--- src/rtl/snprx_pkg.sv ---
package snprx_pkg;
  typedef enum logic {
    KIND_REQ = 1'b0,
    KIND_RPL = 1'b1
  } kind_e;
endpackage

--- src/rtl/snprx_req_fifo.sv ---
module snprx_req_fifo #(
  parameter int DEPTH = 4,
  parameter int W     = 16,
  localparam int PW   = (DEPTH > 1) ? $clog2(DEPTH) : 1,
  localparam int CW   = $clog2(DEPTH + 1)
) (
  input  logic          clk,
  input  logic          rst_n,
  input  logic          push,
  input  logic [W-1:0]  push_data,
  input  logic          pop,
  output logic [W-1:0]  head_data,
  output logic [CW-1:0] cnt,
  output logic          full,
  output logic          empty
);
  logic [W-1:0]  mem [DEPTH];
  logic [PW-1:0] wr_ptr, wr_ptr_nxt;
  logic [PW-1:0] rd_ptr, rd_ptr_nxt;
  logic [CW-1:0] cnt_nxt;

  function automatic logic [PW-1:0] ptr_inc(input logic [PW-1:0] p);
    return (p == PW'(DEPTH - 1)) ? '0 : p + PW'(1);
  endfunction

  always_comb begin
    wr_ptr_nxt = push ? ptr_inc(wr_ptr) : wr_ptr;
    rd_ptr_nxt = pop  ? ptr_inc(rd_ptr) : rd_ptr;
    cnt_nxt    = cnt;
    if (push && !pop)      cnt_nxt = cnt + CW'(1);
    else if (pop && !push) cnt_nxt = cnt - CW'(1);
  end

  always_ff @(posedge clk or negedge rst_n) begin
    if (!rst_n) begin
      wr_ptr <= '0;
      rd_ptr <= '0;
      cnt    <= '0;
    end else begin
      wr_ptr <= wr_ptr_nxt;
      rd_ptr <= rd_ptr_nxt;
      cnt    <= cnt_nxt;
    end
  end

  for (genvar i = 0; i < DEPTH; i++) begin : g_ent
    always_ff @(posedge clk) begin
      if (push && (wr_ptr == PW'(i))) mem[i] <= push_data;
    end
  end

  assign head_data = mem[rd_ptr];
  assign full      = (cnt == CW'(DEPTH));
  assign empty     = (cnt == '0);
endmodule

--- src/rtl/snprx_rpl_slot.sv ---
module snprx_rpl_slot #(
  parameter int W = 16
) (
  input  logic         clk,
  input  logic         rst_n,
  input  logic         load,
  input  logic [W-1:0] load_data,
  input  logic         clear,
  output logic         held,
  output logic [W-1:0] data
);
  logic held_nxt;

  always_comb begin
    held_nxt = held;
    if (load)       held_nxt = 1'b1;
    else if (clear) held_nxt = 1'b0;
  end

  always_ff @(posedge clk or negedge rst_n) begin
    if (!rst_n) held <= 1'b0;
    else        held <= held_nxt;
  end

  always_ff @(posedge clk) begin
    if (load) data <= load_data;
  end
endmodule

--- src/rtl/snprx_out_arb.sv ---
module snprx_out_arb (
  input  logic clk,
  input  logic rst_n,
  input  logic rsp_pend,
  input  logic req_pend,
  input  logic take,
  input  logic req_nacked,
  output logic sel_rsp,
  output logic sel_req,
  output logic prio_hi
);
  logic prio_nxt;

  always_comb begin
    sel_rsp  = rsp_pend;
    sel_req  = req_pend && !rsp_pend;
    prio_nxt = prio_hi;
    if (req_nacked)           prio_nxt = 1'b1;
    else if (take && sel_req) prio_nxt = 1'b0;
  end

  always_ff @(posedge clk or negedge rst_n) begin
    if (!rst_n) prio_hi <= 1'b0;
    else        prio_hi <= prio_nxt;
  end
endmodule

--- src/rtl/snoop_rx_buffer.sv ---
module snoop_rx_buffer
  import snprx_pkg::*;
#(
  parameter int P      = 4,
  parameter int TAG_W  = 3,
  parameter int ADDR_W = 16,
  localparam int W     = 1 + TAG_W + ADDR_W,
  localparam int CW    = $clog2(P + 1)
) (
  input  logic              clk,
  input  logic              rst_n,
  input  logic              bus_vld,
  input  logic              bus_kind,
  input  logic [TAG_W-1:0]  bus_tag,
  input  logic [ADDR_W-1:0] bus_addr,
  output logic              bus_nack,
  output logic              drain_vld,
  input  logic              drain_rdy,
  output logic              drain_kind,
  output logic [TAG_W-1:0]  drain_tag,
  output logic [ADDR_W-1:0] drain_addr,
  input  logic              own_rsp_pend,
  input  logic              own_req_pend,
  input  logic              out_take,
  input  logic              own_req_nacked,
  output logic              out_sel_rsp,
  output logic              out_sel_req,
  output logic              out_prio_hi
);
  logic          in_req, in_rpl;
  logic          push_req, load_rpl, pop_any, pop_req, clr_rpl;
  logic          req_full, req_empty, rpl_held;
  logic [CW-1:0] req_cnt;
  logic [W-1:0]  in_item, req_head, rpl_item, out_item;

  assign in_item  = {bus_kind, bus_tag, bus_addr};
  assign in_req   = bus_vld && (kind_e'(bus_kind) == KIND_REQ);
  assign in_rpl   = bus_vld && (kind_e'(bus_kind) == KIND_RPL);
  assign bus_nack = (in_req && req_full) || (in_rpl && rpl_held);
  assign push_req = in_req && !req_full;
  assign load_rpl = in_rpl && !rpl_held;

  assign drain_vld = rpl_held || !req_empty;
  assign pop_any   = drain_vld && drain_rdy;
  assign clr_rpl   = pop_any && rpl_held;
  assign pop_req   = pop_any && !rpl_held;
  assign out_item  = rpl_held ? rpl_item : req_head;
  assign {drain_kind, drain_tag, drain_addr} = out_item;

  snprx_req_fifo #(.DEPTH(P), .W(W)) u_req_q (
    .clk(clk), .rst_n(rst_n), .push(push_req), .push_data(in_item),
    .pop(pop_req), .head_data(req_head), .cnt(req_cnt),
    .full(req_full), .empty(req_empty)
  );

  snprx_rpl_slot #(.W(W)) u_rpl (
    .clk(clk), .rst_n(rst_n), .load(load_rpl), .load_data(in_item),
    .clear(clr_rpl), .held(rpl_held), .data(rpl_item)
  );

  snprx_out_arb u_arb (
    .clk(clk), .rst_n(rst_n), .rsp_pend(own_rsp_pend), .req_pend(own_req_pend),
    .take(out_take), .req_nacked(own_req_nacked),
    .sel_rsp(out_sel_rsp), .sel_req(out_sel_req), .prio_hi(out_prio_hi)
  );
endmodule

--- config.mk ---
export PLATFORM = sky130hd
export DESIGN_NAME = snoop_rx_buffer
export DESIGN_NICKNAME = d
export VERILOG_FILES = /design/src/rtl/snprx_pkg.sv /design/src/rtl/snprx_req_fifo.sv /design/src/rtl/snprx_rpl_slot.sv /design/src/rtl/snprx_out_arb.sv /design/src/rtl/snoop_rx_buffer.sv
export SDC_FILE = /design/constraint.sdc
export NUM_CORES = 1
export LEC_CHECK = 0
export BUFFER_PORTS_ARGS = -buffer_cell sky130_fd_sc_hd__buf_2
export CORE_MARGIN = 2
export CORE_UTILIZATION = 60
export CTS_CLUSTER_SIZE = 40
export DETAILED_ROUTE_END_ITERATION = 8
export GPL_ROUTABILITY_DRIVEN = 0
export PLACE_DENSITY = 0.82
export SLEW_MARGIN = 10
export SYNTH_ARGS = -nofsm -noshare
export SYNTH_HDL_FRONTEND = slang
export SYNTH_SLANG_ARGS = --single-unit
--- constraint.sdc ---
create_clock -name clk -period 4.75 [get_ports clk]
set_input_delay 0.95 -clock clk [delete_from_list [all_inputs] [get_ports clk]]
set_output_delay 0.95 -clock clk [all_outputs]
set_load 0.1 [all_outputs]
### Word level (Yosys, flattened, before mapping)

Memory sizes are Yosys's and may differ from the RTL's.
Cells that the tools add are included.

| storage, ports and cells | value |
|---|---|
| logic and storage cells | 76 |
| bits in registers | 29 |
| output and inout port bits | 25 |
| memories kept | 1 |
| bits of input ports | 28 |
| memory bits (writable) | 80 |

| cells by class | value |
|---|---|
| eq/ne operators | 5 |
| muxes and demuxes | 26 |
| add/sub/neg operators | 4 |
| reduce and logical (&&, ||, !) cells | 33 |
| bitwise gates (word level) | 1 |

Memories:

| memory | words | width | read ports | clocked after Yosys merged registers in | wr ports | RTL line | text |
|---|---|---|---|---|---|---|---|
| u_req_q.mem | 4 | 20 | 1 | 0 | 1 | snprx_req_fifo.sv:17 | `logic [W-1:0] mem [DEPTH];` |

Operators by type and width:

| cell | number |
|---|---|
| 20-bit two-way mux | 4 |
| 20-bit OR reduction | 3 |
| 1-bit logical AND | 17 |
| 1-bit two-way mux | 15 |
| 2-bit two-way mux | 5 |
| 2-bit equality test, second input constant | 3 |
| 1-bit zero test | 6 |
| 3-bit two-way mux | 2 |
| 2-bit nonzero test | 3 |
| 2-bit by 1-bit adder with 2-bit output, second input constant | 2 |
| 3-bit by 1-bit adder with 3-bit output, second input constant | 1 |
| 3-bit equality test, second input constant | 1 |
| 3-bit zero test | 1 |
| 3-bit by 1-bit subtractor with 3-bit output, second input constant | 1 |
| 2-bit by 1-bit equality test with 1-bit output, second input constant | 1 |
| 2-bit zero test | 1 |
| 1-bit logical OR | 2 |
| 1-bit NOT | 1 |

### Longest topological paths before layout

| logic depth | value |
|---|---|
| word-level depth | 10 |
| mapped depth | 9 |
| mapped depth without buffers | 9 |

### By module

From an unflattened synthesis, not the netlist that was laid out.

| second synthesis, totals | value |
|---|---|
| cell total of the unflattened synthesis | 201 |
| area, all modules | 4380.5 um^2 |

By module, submodules not included:

| module | cells an instance | instances | seq. area each (um^2) | area each (um^2) |
|---|---|---|---|---|
| snprx_req_fifo | 141 | 1 | 2577.5 | 3304.4 |
| snprx_rpl_slot | 23 | 1 | 625.6 | 636.9 |
| snoop_rx_buffer | 31 | 1 | 0.0 | 379.1 |
| snprx_out_arb | 6 | 1 | 25.0 | 60.1 |

### Worst setup path after synthesis

OpenSTA, ideal clock, no wires.

| timing | value |
|---|---|
| path kind | input to output |
| from | in bus_kind |
| to | out bus_nack |
| buffers on the path | 0 |
| arrival time | 2619 ps |
| cell stages on the path | 3 |
| setup slack | 1181 ps |
| cell sequence | nor4b_1 a21oi_1 nor2b_1 |

| between the ends | value |
|---|---|
| cells in the longest elaborated chain, start to end | 4 |
| elaborated cells on any way between the ends | 6 |
| classes of those cells | bitwise: 1; reduce/logical: 5 |

RTL lines:

| what | RTL line | text |
|---|---|---|
| from (decl) | snoop_rx_buffer.sv:13 | `input logic bus_kind,` |
| 1-bit NOT | snoop_rx_buffer.sv:37 | `assign in_req = bus_vld && (kind_e'(bus_kind) == KIND_REQ);` |
| 1-bit logical AND | snoop_rx_buffer.sv:37 |  |
| 1-bit logical AND | snoop_rx_buffer.sv:39 | `assign bus_nack = (in_req && req_full) \|\| (in_rpl && rpl_held);` |
| 1-bit logical OR (*) | snoop_rx_buffer.sv:39 |  |
| to (decl) | snoop_rx_buffer.sv:16 | `output logic bus_nack,` |

Mark *: on every way between the ends. The rest lies on a longest branch, timed or not.

### Final worst setup path

| timing | value |
|---|---|
| from | reg u_req_q.rd_ptr[0] |
| to | out drain_tag[2] |

| between the ends | value |
|---|---|
| cells in the longest elaborated chain, start to end | 2 |

RTL lines:

| what | RTL line | text |
|---|---|---|
| from (decl) | snprx_req_fifo.sv:19 | `logic [PW-1:0] rd_ptr, rd_ptr_nxt;` |
| from (signal assigned) | snprx_req_fifo.sv:41 | `rd_ptr <= rd_ptr_nxt;` |
| memory read 4 x 20 bit | n/a |  |
| 20-bit two-way mux | snoop_rx_buffer.sv:47 | `assign out_item = rpl_held ? rpl_item : req_head;` |
| to (decl) | snoop_rx_buffer.sv:20 | `output logic [TAG_W-1:0] drain_tag,` |

No other way between the ends.

==> summary.md <==
| Metric | Value |
|---|---|
| Synth area leaders | `edfxtp_1 64%, a221oi_2 6.4%, a211oi_2 5.3%` |
| Critical Path Source Type | `register` |
| Max-slew violation count | `0` |
| Worst slew margin | `23.71%` |
| Fin. Hold Viols | `0` |
| DR WL/cell | `18.26 µm` |
| Ports | `53` |
| Status | `finished, final reports clean` |
| Die Width | `92.37 µm` |
| Flop pwr share | `40.5%` |
| Ys Warns | `0` |
| Actual slew at the worst max-slew pin | `1144 ps` |
| RSZ-0062 raised after global routing | `false` |
| Syn Nets | `302` |
| Clock Skew | `12.74 ps` |
| PortBufs | `52` |
| Switching part of the total power | `45.78%` |
| DRT Pass-1 Iters | `4` |
| CTS H-tree depth | `3` |
| Overall routed net length | `7778 µm` |
| PwrDens | `629.3 mW/mm²` |
| Crit path capture type | `output pin` |
| Number of buffers created by CTS | `9` |
| Root Driver | `clkbuf_8` |
| # nets final | `354` |
| Drt via density | `5.505` |
| DR vias | `2345` |
| Die area | `0.008532 mm²` |
| All-Layer GR Usage | `19.39%` |
| Multi-input gate area | `0.001237 mm²` |
| Setup repair bufs after CTS | `0` |
| ANT cells | `0` |
| CTS max path bufs | `2` |
| Mapped Cells | `267` |
| Core Area | `0.007647 mm²` |
| Post-route non-filler standard cell count | `426` |
| Cell area after synthesis | `0.004686 mm²` |
| Post-DP HPWL | `4736 µm` |
| Setup TNS | `0 ps` |
| Overflow after GRT | `0` |
| Clk sinks | `109` |
| Number of global-route vias before repair | `2443` |
| Worst vdd ir | `0.0004220 V` |
| Final Cycle Share | `77.19%` |
| Die Y | `92.37 µm` |
| Total instance count after detailed placement | `410` |
| Maximum number of pins on one net before global-route repair | `49` |
| Drt drc | `0` |
| Register area | `0.003229 mm²` |
| HP Class | `in -> async` |
| Worst-path clk slew | `100 ps` |
| Routed Antenna Nets | `0` |
| Initial antenna violation count | `0` |
| TritonCTS clock tree | `done` |
| Clock Power Share | `16.8%` |
| CP max FO | `48` |
| Area Overhead vs Synth | `10.41%` |
| Int Pwr | `1.765 mW` |
| Pleak | `1.860 nW` |
| Gate power share | `42.7%` |
| Post-layout min period | `3667 ps` |
| Top cell type by total area after synthesis | `edfxtp_1` |
| Share of layout cells above drive strength 1 | `37.96%` |
| Final Util | `67.65%` |
| Fill cells | `529` |
| Synth Register Bits | `109` |
| R2R depth | `6` |
| Mean Syn Cell Area | `17.55 µm²` |
| Post-synthesis cell type count | `29` |
| Starting Density | `61.27%` |
| Critical Path AT | `2720 ps` |
| Max_cap viols | `0` |
| CP required | `3800 ps` |
| Detailed Route Iter0 Violations | `128` |
| Worst-skew pair later-pin latency | `360 ps` |
| Cts repair resizes | `0` |
| First-pass GRT wire length | `12280 µm` |
| Max Freq | `272.7 MHz` |
| CP Class | `reg -> out` |
| Top cell type's share of synthesized area | `64.09%` |
| Row count | `32` |
| Final setup fails | `0` |
| Psw | `1.491 mW` |
| Seq/Total Area, Yosys | `68.89%` |
| Cts hold-fix bufs | `0` |
-- placed cells by master, fill, tap and decap left out, drive strengths merged --
master / instances
mux2: 5
a21o: 1
inv: 25
edfxtp: 100
ha: 6
a221oi: 20
nand2: 2
nor3b: 1
nor4b: 1
or2b: 1
bufinv: 1
a211oi: 20
buf: 56
nand2b: 2
xor2: 2
fa: 1
mux2i: 21
nor2: 6
and2: 4
nor2b: 22
xnor2: 1
clkbuf: 9
clkinv: 3
dfrtp: 9
a21oi: 2
clkinvlp: 2
nor3: 1
-- registers in the layout, indices dropped and copies added, names as in the netlist --
signal,cells
u_req_q.rd_ptr,2
u_rpl.data,20
u_rpl.held,1
u_req_q.mem,80
u_req_q.cnt,3
u_arb.prio_hi,1
u_req_q.wr_ptr,2
-- layout make-up --
cell class                 count  area share, %
clock inverter                 7          1.451
timing repair buffer          56          5.611
tap                          102          2.467
sequential                   109          62.42
multi-input combinational    119          23.92
clock buffer                   9          2.394
inverter                      24          1.741
-- path summary, 6_finish.rpt --
| kind | from | to | slack [ps] |
|---|---|---|---|
| worst max-delay path | u_req_q.rd_ptr[0] | drain_tag[2] | 1080 |
| worst min-delay path | rst_n | u_req_q.wr_ptr[0] | 420 |
| worst max register to register | u_rpl.held | u_req_q.cnt[1] | 2470 |
| worst min register to register | u_arb.prio_hi | u_arb.prio_hi | 480 |
| max in group asynchronous | rst_n | u_req_q.rd_ptr[0] | 4120 |
| min in group clk | u_arb.prio_hi | u_arb.prio_hi | 480 |
-- worst max-delay path, cell delays in order, from the launching register on --
cell,delay (ps)
dfrtp_2,1110
buf_4,410
mux2i_1,140
a221oi_2,240
buf_2,460
-- layer usage --
| metal | part of all wire [%] | vias to the layer above | GRT usage, % |
|---|---|---|---|
| met1 | 44 | 1178 | 25.22 |
| met2 | 52 | 40 | 33.27 |
| met4 | 1.2 | 0 | 6.592 |
| met3 | 3.1 | 9 | 3.417 |
| li1 | - | 1118 | - |
| met5 | 0 | - | 0 |
-- power groups by stage --
stage,clock [mW],combinational [mW],sequential [mW]
after floorplan,0,1.33,1.24
after global placement,0,1.37,1.33
after detailed placement,0,1.40,1.34
after CTS,0.551,1.40,1.32
after global routing,0.592,1.46,1.34
final,0.548,1.39,1.32
-- Yosys cell counts (all sizes together) --
library cell / n
mux2i: 21
a21oi: 2
a211oi: 20
ha: 6
xor2: 2
nor2b: 22
and2: 4
nor3b: 1
nor4b: 1
a21o: 1
dfrtp: 9
nand2b: 2
inv: 24
a221oi: 20
buf: 15
xnor2: 1
edfxtp: 100
fa: 1
mux2: 5
nand2: 2
or2b: 1
nor2: 6
nor3: 1
-- cells by family (layout without fill, tap and decap cells) --
group                      count (synthesis)  after routing  share of synthesized area [%]
DFF                                      109            109                          68.89
muxes                                     26             26                          5.848
adders and majority gates                  7              7                          2.029
and+or+nand+nor                           40             40                          5.501
AOI/OAI and AO/OA                         43             43                          12.36
xor gates and xnor gates                   3              3                         0.5609
buffers and inverters                     39             96                          4.806
-- per-stage QoR --
step	power [mW]	setup slack [ps]	instance area, µm²	hold slack, ps
floorplan	2.570	1181	4686	533.9
global placement	2.705	1488	4975	454.6
detailed placement	2.741	1460	4975	459.8
CTS	3.272	1058	5174	421.4
global route	3.391	888.2	5174	428.6
finish	3.256	1083	5174	424.5
No activity file was read; power rests on OpenSTA's default activity.
